`src/rtl/swdiv_pkg.sv`:
```
package swdiv_pkg;

  typedef enum logic [1:0] {
    PS_2   = 2'd0,
    PS_4   = 2'd1,
    PS_8   = 2'd2,
    PS_BAD = 2'd3
  } psel_e;

  localparam int P_MAX = 8;
  localparam int PCW   = $clog2(P_MAX + 2);

  function automatic logic [PCW-1:0] p_value(input logic [1:0] sel);
    case (sel)
      PS_2:    p_value = PCW'(2);
      PS_4:    p_value = PCW'(4);
      default: p_value = PCW'(8);
    endcase
  endfunction

endpackage

```
`src/rtl/swdiv_cfg.sv`:
```
module swdiv_cfg
  import swdiv_pkg::*;
#(
  parameter int AW       = 6,
  parameter int BW       = 6,
  parameter int DEF_PSEL = 0,
  parameter int DEF_A    = 0,
  parameter int DEF_B    = 2
) (
  input  logic           clk,
  input  logic           rst,
  input  logic           load,
  input  logic [1:0]     psel_in,
  input  logic [AW-1:0]  a_in,
  input  logic [BW-1:0]  b_in,
  output logic [AW-1:0]  a_q,
  output logic [BW-1:0]  b_q,
  output logic [PCW-1:0] p_q,
  output logic [BW-1:0]  b_nxt,
  output logic           cfg_err
);
  localparam int CW = (AW > BW) ? AW : BW;

  logic valid;

  always_comb begin
    valid = (psel_in != PS_BAD) && (b_in != '0) && (CW'(a_in) <= CW'(b_in));
    b_nxt = (load && valid) ? b_in : b_q;
  end

  always_ff @(posedge clk) begin
    if (rst) begin
      cfg_err <= 1'b0;
      if (valid) begin
        a_q <= a_in;
        b_q <= b_in;
        p_q <= p_value(psel_in);
      end else begin
        a_q <= AW'(DEF_A);
        b_q <= BW'(DEF_B);
        p_q <= p_value(2'(DEF_PSEL));
      end
    end else begin
      cfg_err <= !valid;
      if (load && valid) begin
        a_q <= a_in;
        b_q <= b_in;
        p_q <= p_value(psel_in);
      end
    end
  end

endmodule

```
`src/rtl/swdiv_prescaler.sv`:
```
module swdiv_prescaler
  import swdiv_pkg::*;
(
  input  logic           clk,
  input  logic           rst,
  input  logic [PCW-1:0] p_val,
  input  logic           swallow,
  output logic           wrap,
  output logic [PCW-1:0] cnt
);
  logic [PCW-1:0] modulus;

  always_comb begin
    modulus = p_val + PCW'(swallow);
    wrap    = (cnt == modulus - PCW'(1));
  end

  always_ff @(posedge clk) begin
    if (rst || wrap) cnt <= '0;
    else             cnt <= cnt + PCW'(1);
  end

endmodule

```
`src/rtl/swdiv_backend.sv`:
```
module swdiv_backend #(
  parameter int AW = 6,
  parameter int BW = 6
) (
  input  logic          clk,
  input  logic          rst,
  input  logic          wrap,
  input  logic [AW-1:0] a_q,
  input  logic [BW-1:0] b_q,
  input  logic [BW-1:0] b_nxt,
  output logic          swallow,
  output logic          term,
  output logic          div_q
);
  localparam int CW = (AW > BW) ? AW : BW;

  logic [BW-1:0] per_cnt;
  logic [BW-1:0] per_nxt;

  always_comb begin
    swallow = CW'(per_cnt) < CW'(a_q);
    term    = wrap && (per_cnt == b_q - BW'(1));
    if (term)      per_nxt = '0;
    else if (wrap) per_nxt = per_cnt + BW'(1);
    else           per_nxt = per_cnt;
  end

  always_ff @(posedge clk) begin
    if (rst) begin
      per_cnt <= '0;
      div_q   <= 1'b0;
    end else begin
      per_cnt <= per_nxt;
      div_q   <= (per_nxt == b_nxt - BW'(1));
    end
  end

endmodule

```
`src/rtl/swdiv_retime.sv`:
```
module swdiv_retime #(
  parameter int PHW = 2
) (
  input  logic       clk,
  input  logic       rst,
  input  logic       d,
  input  logic [1:0] rt_sel,
  output logic       q
);
  logic [PHW-1:0] ph;
  logic           en;

  always_comb begin
    case (rt_sel)
      2'd0:    en = 1'b1;
      2'd1:    en = (ph[0] == 1'b0);
      default: en = (ph[1:0] == 2'b00);
    endcase
  end

  always_ff @(posedge clk) begin
    if (rst) begin
      ph <= '0;
      q  <= 1'b0;
    end else begin
      ph <= ph + PHW'(1);
      if (en) q <= d;
    end
  end

endmodule

```
`src/rtl/swallow_divider.sv`:
```
module swallow_divider
  import swdiv_pkg::*;
#(
  parameter int AW       = 6,
  parameter int BW       = 6,
  parameter int DEF_PSEL = 0,
  parameter int DEF_A    = 0,
  parameter int DEF_B    = 2
) (
  input  logic          clk,
  input  logic          rst,
  input  logic [1:0]    psel,
  input  logic [AW-1:0] a_word,
  input  logic [BW-1:0] b_word,
  input  logic [1:0]    rt_sel,
  output logic          div_out,
  output logic          div_retimed,
  output logic          cfg_err
);
  logic [AW-1:0]  cfg_a;
  logic [BW-1:0]  cfg_b;
  logic [BW-1:0]  cfg_b_nxt;
  logic [PCW-1:0] cfg_p;
  logic [PCW-1:0] pre_cnt;
  logic           pre_wrap;
  logic           swallow;
  logic           term;

  swdiv_cfg #(
    .AW(AW), .BW(BW), .DEF_PSEL(DEF_PSEL), .DEF_A(DEF_A), .DEF_B(DEF_B)
  ) u_cfg (
    .clk(clk), .rst(rst), .load(term),
    .psel_in(psel), .a_in(a_word), .b_in(b_word),
    .a_q(cfg_a), .b_q(cfg_b), .p_q(cfg_p), .b_nxt(cfg_b_nxt),
    .cfg_err(cfg_err)
  );

  swdiv_prescaler u_pre (
    .clk(clk), .rst(rst), .p_val(cfg_p), .swallow(swallow),
    .wrap(pre_wrap), .cnt(pre_cnt)
  );

  swdiv_backend #(.AW(AW), .BW(BW)) u_back (
    .clk(clk), .rst(rst), .wrap(pre_wrap),
    .a_q(cfg_a), .b_q(cfg_b), .b_nxt(cfg_b_nxt),
    .swallow(swallow), .term(term), .div_q(div_out)
  );

  swdiv_retime #(.PHW(2)) u_rt (
    .clk(clk), .rst(rst), .d(div_out), .rt_sel(rt_sel), .q(div_retimed)
  );

endmodule

```
`config.mk`:
```
export PLATFORM = sky130hd
export DESIGN_NAME = swallow_divider
export DESIGN_NICKNAME = d
export VERILOG_FILES = /design/src/rtl/swdiv_pkg.sv /design/src/rtl/swdiv_cfg.sv /design/src/rtl/swdiv_prescaler.sv /design/src/rtl/swdiv_backend.sv /design/src/rtl/swdiv_retime.sv /design/src/rtl/swallow_divider.sv
export SDC_FILE = /design/constraint.sdc
export NUM_CORES = 1
export LEC_CHECK = 0
export BUFFER_PORTS_ARGS = -buffer_cell sky130_fd_sc_hd__buf_2
export CAP_MARGIN = 20
export CORE_ASPECT_RATIO = 0.6
export CORE_MARGIN = 5
export CORE_UTILIZATION = 35
export DETAILED_ROUTE_END_ITERATION = 10
export MAX_ROUTING_LAYER = met4
export PLACE_DENSITY_LB_ADDON = 0.05
export SLEW_MARGIN = 40
export SYNTH_ARGS = -nofsm -noshare
export SYNTH_HDL_FRONTEND = slang
export SYNTH_HIERARCHICAL = 1
export SYNTH_SLANG_ARGS = --single-unit
```
`constraint.sdc`:
```
create_clock -name clk -period 5.53 [get_ports clk]
set_clock_uncertainty 0.15 [all_clocks]
set_input_delay 0.553 -clock clk [delete_from_list [all_inputs] [get_ports clk]]
set_output_delay 0.553 -clock clk [all_outputs]
set_load 0.03 [all_outputs]
```
==> results of run 1 <==
report_power, final:
group / internal, mW / leakage [nW] / total, mW / switching [mW]
combinational: 0.0910 / 0.841 / 0.187 / 0.0957
clock: 0.100 / 0.0482 / 0.185 / 0.0843
sequential: 0.245 / 0.263 / 0.263 / 0.0173
total: 0.437 / 1.15 / 0.634 / 0.197
layout make-up:
class | instances | area share
inverter | 23 | 0.0331
multi-input combinational | 159 | 0.533
clock buffer | 7 | 0.0331
timing repair buffer | 40 | 0.0958
sequential | 30 | 0.265
clock inverter | 1 | 0.00192
tap | 80 | 0.0383
per-layer routing:
| metal | vias up | track usage |
|---|---|---|
| met5 | - | - |
| met4 | 0 | 0.0249 |
| met3 | 4 | 0.0414 |
| met2 | 32 | 0.179 |
| met1 | 773 | 0.216 |
| li1 | 858 | - |
critical path: stages, from the launching register on:
cell and delay (ps):
edfxtp_1 360, inv_1 60, ha_1 220, a21o_1 150
a21o_1 170, a21o_1 170, a21o_1 180, a21oi_2 120
inv_2 50, ha_4 160, ha_4 220, xnor2_2 140
nor3_4 190, and2_4 180, nand3_4 70, nor4_4 240
and2_4 200, inv_2 50, nor3_4 280, mux2_4 350
or3_4 380, or4_4 450, a22oi_2 210, a22oi_2 70
o211a_1 220, nor4_2 240
path summary, 6_finish.rpt:
check	from	slack, ps	endpoint
worst max-delay path	u_cfg/a_q[1]	180	u_back/div_q
worst min-delay path	u_rt/ph[0]	310	u_rt/ph[0]
worst max register to register	u_cfg/a_q[1]	180	u_back/div_q
worst min register to register	u_rt/ph[0]	310	u_rt/ph[0]
cells by family after synthesis:
logic type | count (synthesis) | synth area share
simple gates | 64 | 0.195
compound gates | 46 | 0.171
flops | 30 | 0.330
buf+inv | 27 | 0.0508
xor+xnor | 23 | 0.108
fa+ha+maj | 18 | 0.108
mux | 7 | 0.0364
other cells | 1 | 0.00179
registers in the layout (all words and copies together) (netlist names):
| signal | flops |
|---|---|
| u_back/per_cnt | 6 |
| u_cfg/a_q | 6 |
| u_cfg/b_q | 6 |
| u_pre/cnt | 4 |
| u_cfg/p_q | 3 |
| u_rt/ph | 2 |
| u_back/div_q | 1 |
| u_cfg/cfg_err | 1 |
| u_rt/q | 1 |
stage by stage:
stage | utilization | area [sq um] | TNS [ps] | setup slack [ps]
after floorplan | - | 2140 | 0 | 13.9
after global placement | 0.419 | 2380 | 0 | 97.9
after detailed placement | 0.419 | 2380 | 0 | 34.0
after CTS | 0.435 | 2470 | 0 | 1.79
after global routing | 0.460 | 2610 | -130 | -130
final | 0.460 | 2610 | 0 | 175
placed cells by master (no fill, tap or decap), types with 3 or more instances in the layout:
master	n
a32o_1	5
xor2_1	9
nor2_1	10
clkbuf_8	6
ha_1	16
nand2_1	7
xnor2_1	12
buf_2	20
nand3_1	4
inv_1	21
nor3_1	3
a211oi_1	3
a21oi_1	7
edfxtp_1	9
nand2b_1	5
and2_1	7
a21o_1	5
mux2_4	4
a21oi_2	3
buf_4	20
dfxtp_1	20
o21ai_0	5
timing repair:
| action | CTS | global route |
|---|---|---|
| hold buffers | 0 | 0 |
| hold endpoints to repair | 0 | 0 |
| gates resized for setup | 0 | 11 |
| buffers inserted | 0 | 11 |
| setup endpoints to repair | 0 | 1 |
==> impl_results.md, run 1 <==
* Status: complete, no violations
* Final nets at 295
* Period utilisation layout at 0.968
* Largest net degree at the start of global routing at 15
* DIE AREA at 7680 sq um
* Crit Path Class: reg -> reg
* Initial antenna violation count at 0
* Commonest cells in the netlist: inv_1 (23), dfxtp_1 (21), ha_1 (18), xnor2_1 (12), nor2_1 (10)
* Synthesized instance count at 216
* Routed wire length at 4.90 mm
* Most common cell in the synthesized netlist: inv_1
* Synth area leaders: dfxtp_1 (20%), edfxtp_1 (13%), ha_1 (11%), xnor2_1 (5.0%), inv_1 (4.1%)
* CTS Buf Count at 5
* Top Metal Used: met4
* Number of flops mapped to enable cells by yosys at 9
* Pwr Density at 243 nW/um^2
* Die height at 69.9 um
* M1 wire length at 2.78 mm
* Slew Viols, Final at 0
* Slew @ Worst Pin at 529 ps
* Max Cap Viol at 0
* Drt drc at 0
* IO buf count at 20
* Hpwl dp at 3.82 mm
* Mapped Nets at 252
* Final ANT Viol Nets at 0
* Root Driver: clkbuf_8
* Post-route insts no fill at 340
* Post-synth top area share at 0.201
* Syn Std Cell Area at 2090 sq um
* CP Launch Type: register
* WHS at 309 ps
* FF+latch area at 692 sq um
* Top_reg_cell synth: dfxtp_1
* Max Clk Rate at 187 MHz
* Slew margin rel. at 0.644
* Fillers at 564
* Clock latency at the later pin of the worst-skew pair at 280 ps
* 1st-iter DRT viols at 80
* GRT overflow at 0
* Met3 wire length at 249 um
* CTS tree: done
* Post-synth ARST share at 0
* Sequential share of the synthesized area at 0.330
* Max IR drop VDD at 0.000135 V
* Gpl congestion at 0.788
* Die Wd at 110 um
* Worst hold path type: reg -> reg
* Reg clk slew, reported paths at 70 ps
* Leak at 1.15 nW
* Clk sinks at 30
* Post-route minimum period at 5350 ps
* Multi-input gate area at 1390 sq um
* WL/cell at 14.4 um
* Starting Density at 0.369
* Total Power at 0.634 mW
* Worst Path Max Fanout at 5
* #FFs+latches synth at 30
* Unrepaired setup endpoints after global routing: yes
* CP required at 5580 ps
* Maximum clock path buffer count at 2
* H-tree depth at 2
* Gr usage total at 0.140
* Layout cells sized above 1 at 0.315
* Row count at 21
* Routed wl met2 at 1.84 mm
* Drt pass-1 iters at 4
* Area growth syn-to-layout at 24.7%
* Number of global-route vias before repair at 1661
* Worst setup EP type: register
* First-pass GRT wire length at 8.20 mm
* Cell variety after synth at 60
* Synth Warn # at 6
* Diodes inserted at 0
* Ports at 21
* Reg2reg path depth at 25
* Dpl cells at 321
* Leading area contributor after synthesis: dfxtp_1
* CORE AREA at 5680 sq um
* Vias/cell at 4.90
* Setup Viol. Count Final at 0
* DR vias at 1667
* Min-Delay Path Depth at 1
* Critical Path AT at 5410 ps
* Final hold vios at 0
* Average size of a mapped cell at 9.70 sq um
No activity file was read; power rests on OpenSTA's default activity.
==> run 2: changes to the inputs <==
- CELL_PAD_IN_SITES_DETAIL_PLACEMENT: not set -> 1
- CELL_PAD_IN_SITES_GLOBAL_PLACEMENT: not set -> 1
- TNS_END_PERCENT: not set -> 1
==> impl_results.md, run 2 (synthesis results as in run 1) <==
* Worst hold path type: reg -> reg
* Die Wd at 110 um
* CORE AREA at 5680 sq um
* Dpl cells at 326
* Drt pass-1 iters at 4
* Final nets at 294
* IO buf count at 20
* Max Cap Viol at 0
* CTS tree: done
* Leak at 1.15 nW
* WL/cell at 17.9 um
* Routed wire length at 6.07 mm
* Root Driver: clkbuf_8
* Max IR drop VDD at 0.000109 V
* Crit Path Class: reg -> reg
* Die height at 69.9 um
* Worst Path Max Fanout at 4
* CP Launch Type: register
* Critical Path AT at 5480 ps
* Ports at 21
* Post-route insts no fill at 339
* Final ANT Viol Nets at 0
* Diodes inserted at 0
* GRT overflow at 0
* Initial antenna violation count at 0
* Reg clk slew, reported paths at 70 ps
* Row count at 21
* 1st-iter DRT viols at 66
* Vias/cell at 5.25
* Largest net degree at the start of global routing at 15
* Clk sinks at 30
* Setup TNS at 0 ps
* Status: complete, no violations
* Unrepaired setup endpoints after global routing: yes
* Slew @ Worst Pin at 605 ps
* Most common cell after layout, fill and taps aside: inv_1
* Cts hold-fix bufs at 0
* Post-route minimum period at 5450 ps
* Top Registers: u_back/per_cnt x6, u_cfg/a_q x6, u_cfg/b_q x6
* Gr usage total at 0.171
* Max Clk Rate at 184 MHz
* Fillers at 675
* Final hold vios at 0
* WHS at 315 ps
* Starting Density at 0.369
* Slew Viols, Final at 0
* Gpl congestion at 0.794
* H-tree depth at 2
* Worst setup EP type: register
* Hpwl dp at 4.71 mm
* Number of global-route vias before repair at 1919
* DIE AREA at 7680 sq um
* Layout cells sized above 1 at 0.317
* CTS Buf Count at 5
* DR vias at 1781
* CP required at 5570 ps
* Maximum clock path buffer count at 2
* Period utilisation layout at 0.985
* Slew margin rel. at 0.593
* Clock latency at the later pin of the worst-skew pair at 290 ps
* Pwr Density at 244 nW/um^2
* Setup Viol. Count Final at 0
* First-pass GRT wire length at 9.77 mm
* Drt drc at 0
* Commonest cells after routing, fill and taps aside: inv_1 (21), buf_2 (20), dfxtp_1 (20), buf_4 (19), ha_1 (15)
* Area growth syn-to-layout at 24.7%
==> run 2: critical path: stages, from the launching register on <==
cell and delay, ps:
edfxtp_1 370, inv_1 70, ha_1 220, a21o_1 150, a21o_1 170, a21o_1 170
a21o_1 180, a21oi_2 130, inv_2 60, ha_4 160, ha_4 230, xnor2_4 140
nor3_4 210, and2_4 180, nand3_4 70, nor4_4 240, and2_4 190, inv_2 50
nor3_4 190, buf_4 160, mux2_4 300, or3_4 360, or4_4 440, a22oi_2 220
a22oi_2 70, o211a_1 240, nor4_2 260
==> run 2: area by class of cell <==
class	instances	area, sq um	area share
Multi-Input combinational cell	159	1410	0.540
Sequential cell	30	692	0.265
Timing Repair Buffer	39	243	0.0929
Tap cell	80	100	0.0383
Inverter	23	86.3	0.0330
Clock buffer	6	72.6	0.0278
Clock inverter	2	8.76	0.00335
==> run 2: stage by stage <==
| stage | instance area, sq um | setup WS (ps) | power [mW] | util |
|---|---|---|---|---|
| 3_3_place_gp | 2420 | 163 | 0.439 | 0.426 |
| 3_5_place_dp | 2420 | -122 | 0.450 | 0.426 |
| 2_1_floorplan | 2140 | 13.9 | 0.393 | - |
| 5_1_grt | 2610 | -215 | 0.673 | 0.460 |
| 4_1_cts | 2560 | 12.3 | 0.629 | 0.451 |
| 6_report | 2610 | 83.8 | 0.637 | 0.460 |
==> run 2: what timing repair did <==
item | 4_1_cts | 5_1_grt
endpoints found under the setup margin | 1 | 1
setup buffers | 4 | 1
endpoints found under the hold margin | 0 | 0
pin swaps | 12 | 2
resized for setup | 7 | 7
==> run 2: worst paths after layout <==
check | startpoint | endpoint | slack (ps) | depth (start not counted)
max reg2reg | u_cfg/a_q[1] | u_back/div_q | 80 | 26
min reg2reg | u_rt/ph[0] | u_rt/ph[0] | 310 | 1
max | u_cfg/a_q[1] | u_back/div_q | 80 | 26
min | u_rt/ph[0] | u_rt/ph[0] | 310 | 1
==> run 2: layer usage <==
layer  share of wire  up-vias  global-route usage
met5               0        -                   -
met2            0.48       41               0.262
met1            0.47      871               0.224
met3           0.034       13              0.0378
li1                -      856                   -
met4           0.015        0              0.0498
==> run 2: report_power, final <==
part / switching, mW / internal (mW)
sequential: 0.0192 / 0.245
clock: 0.0859 / 0.0864
combinational: 0.106 / 0.0944
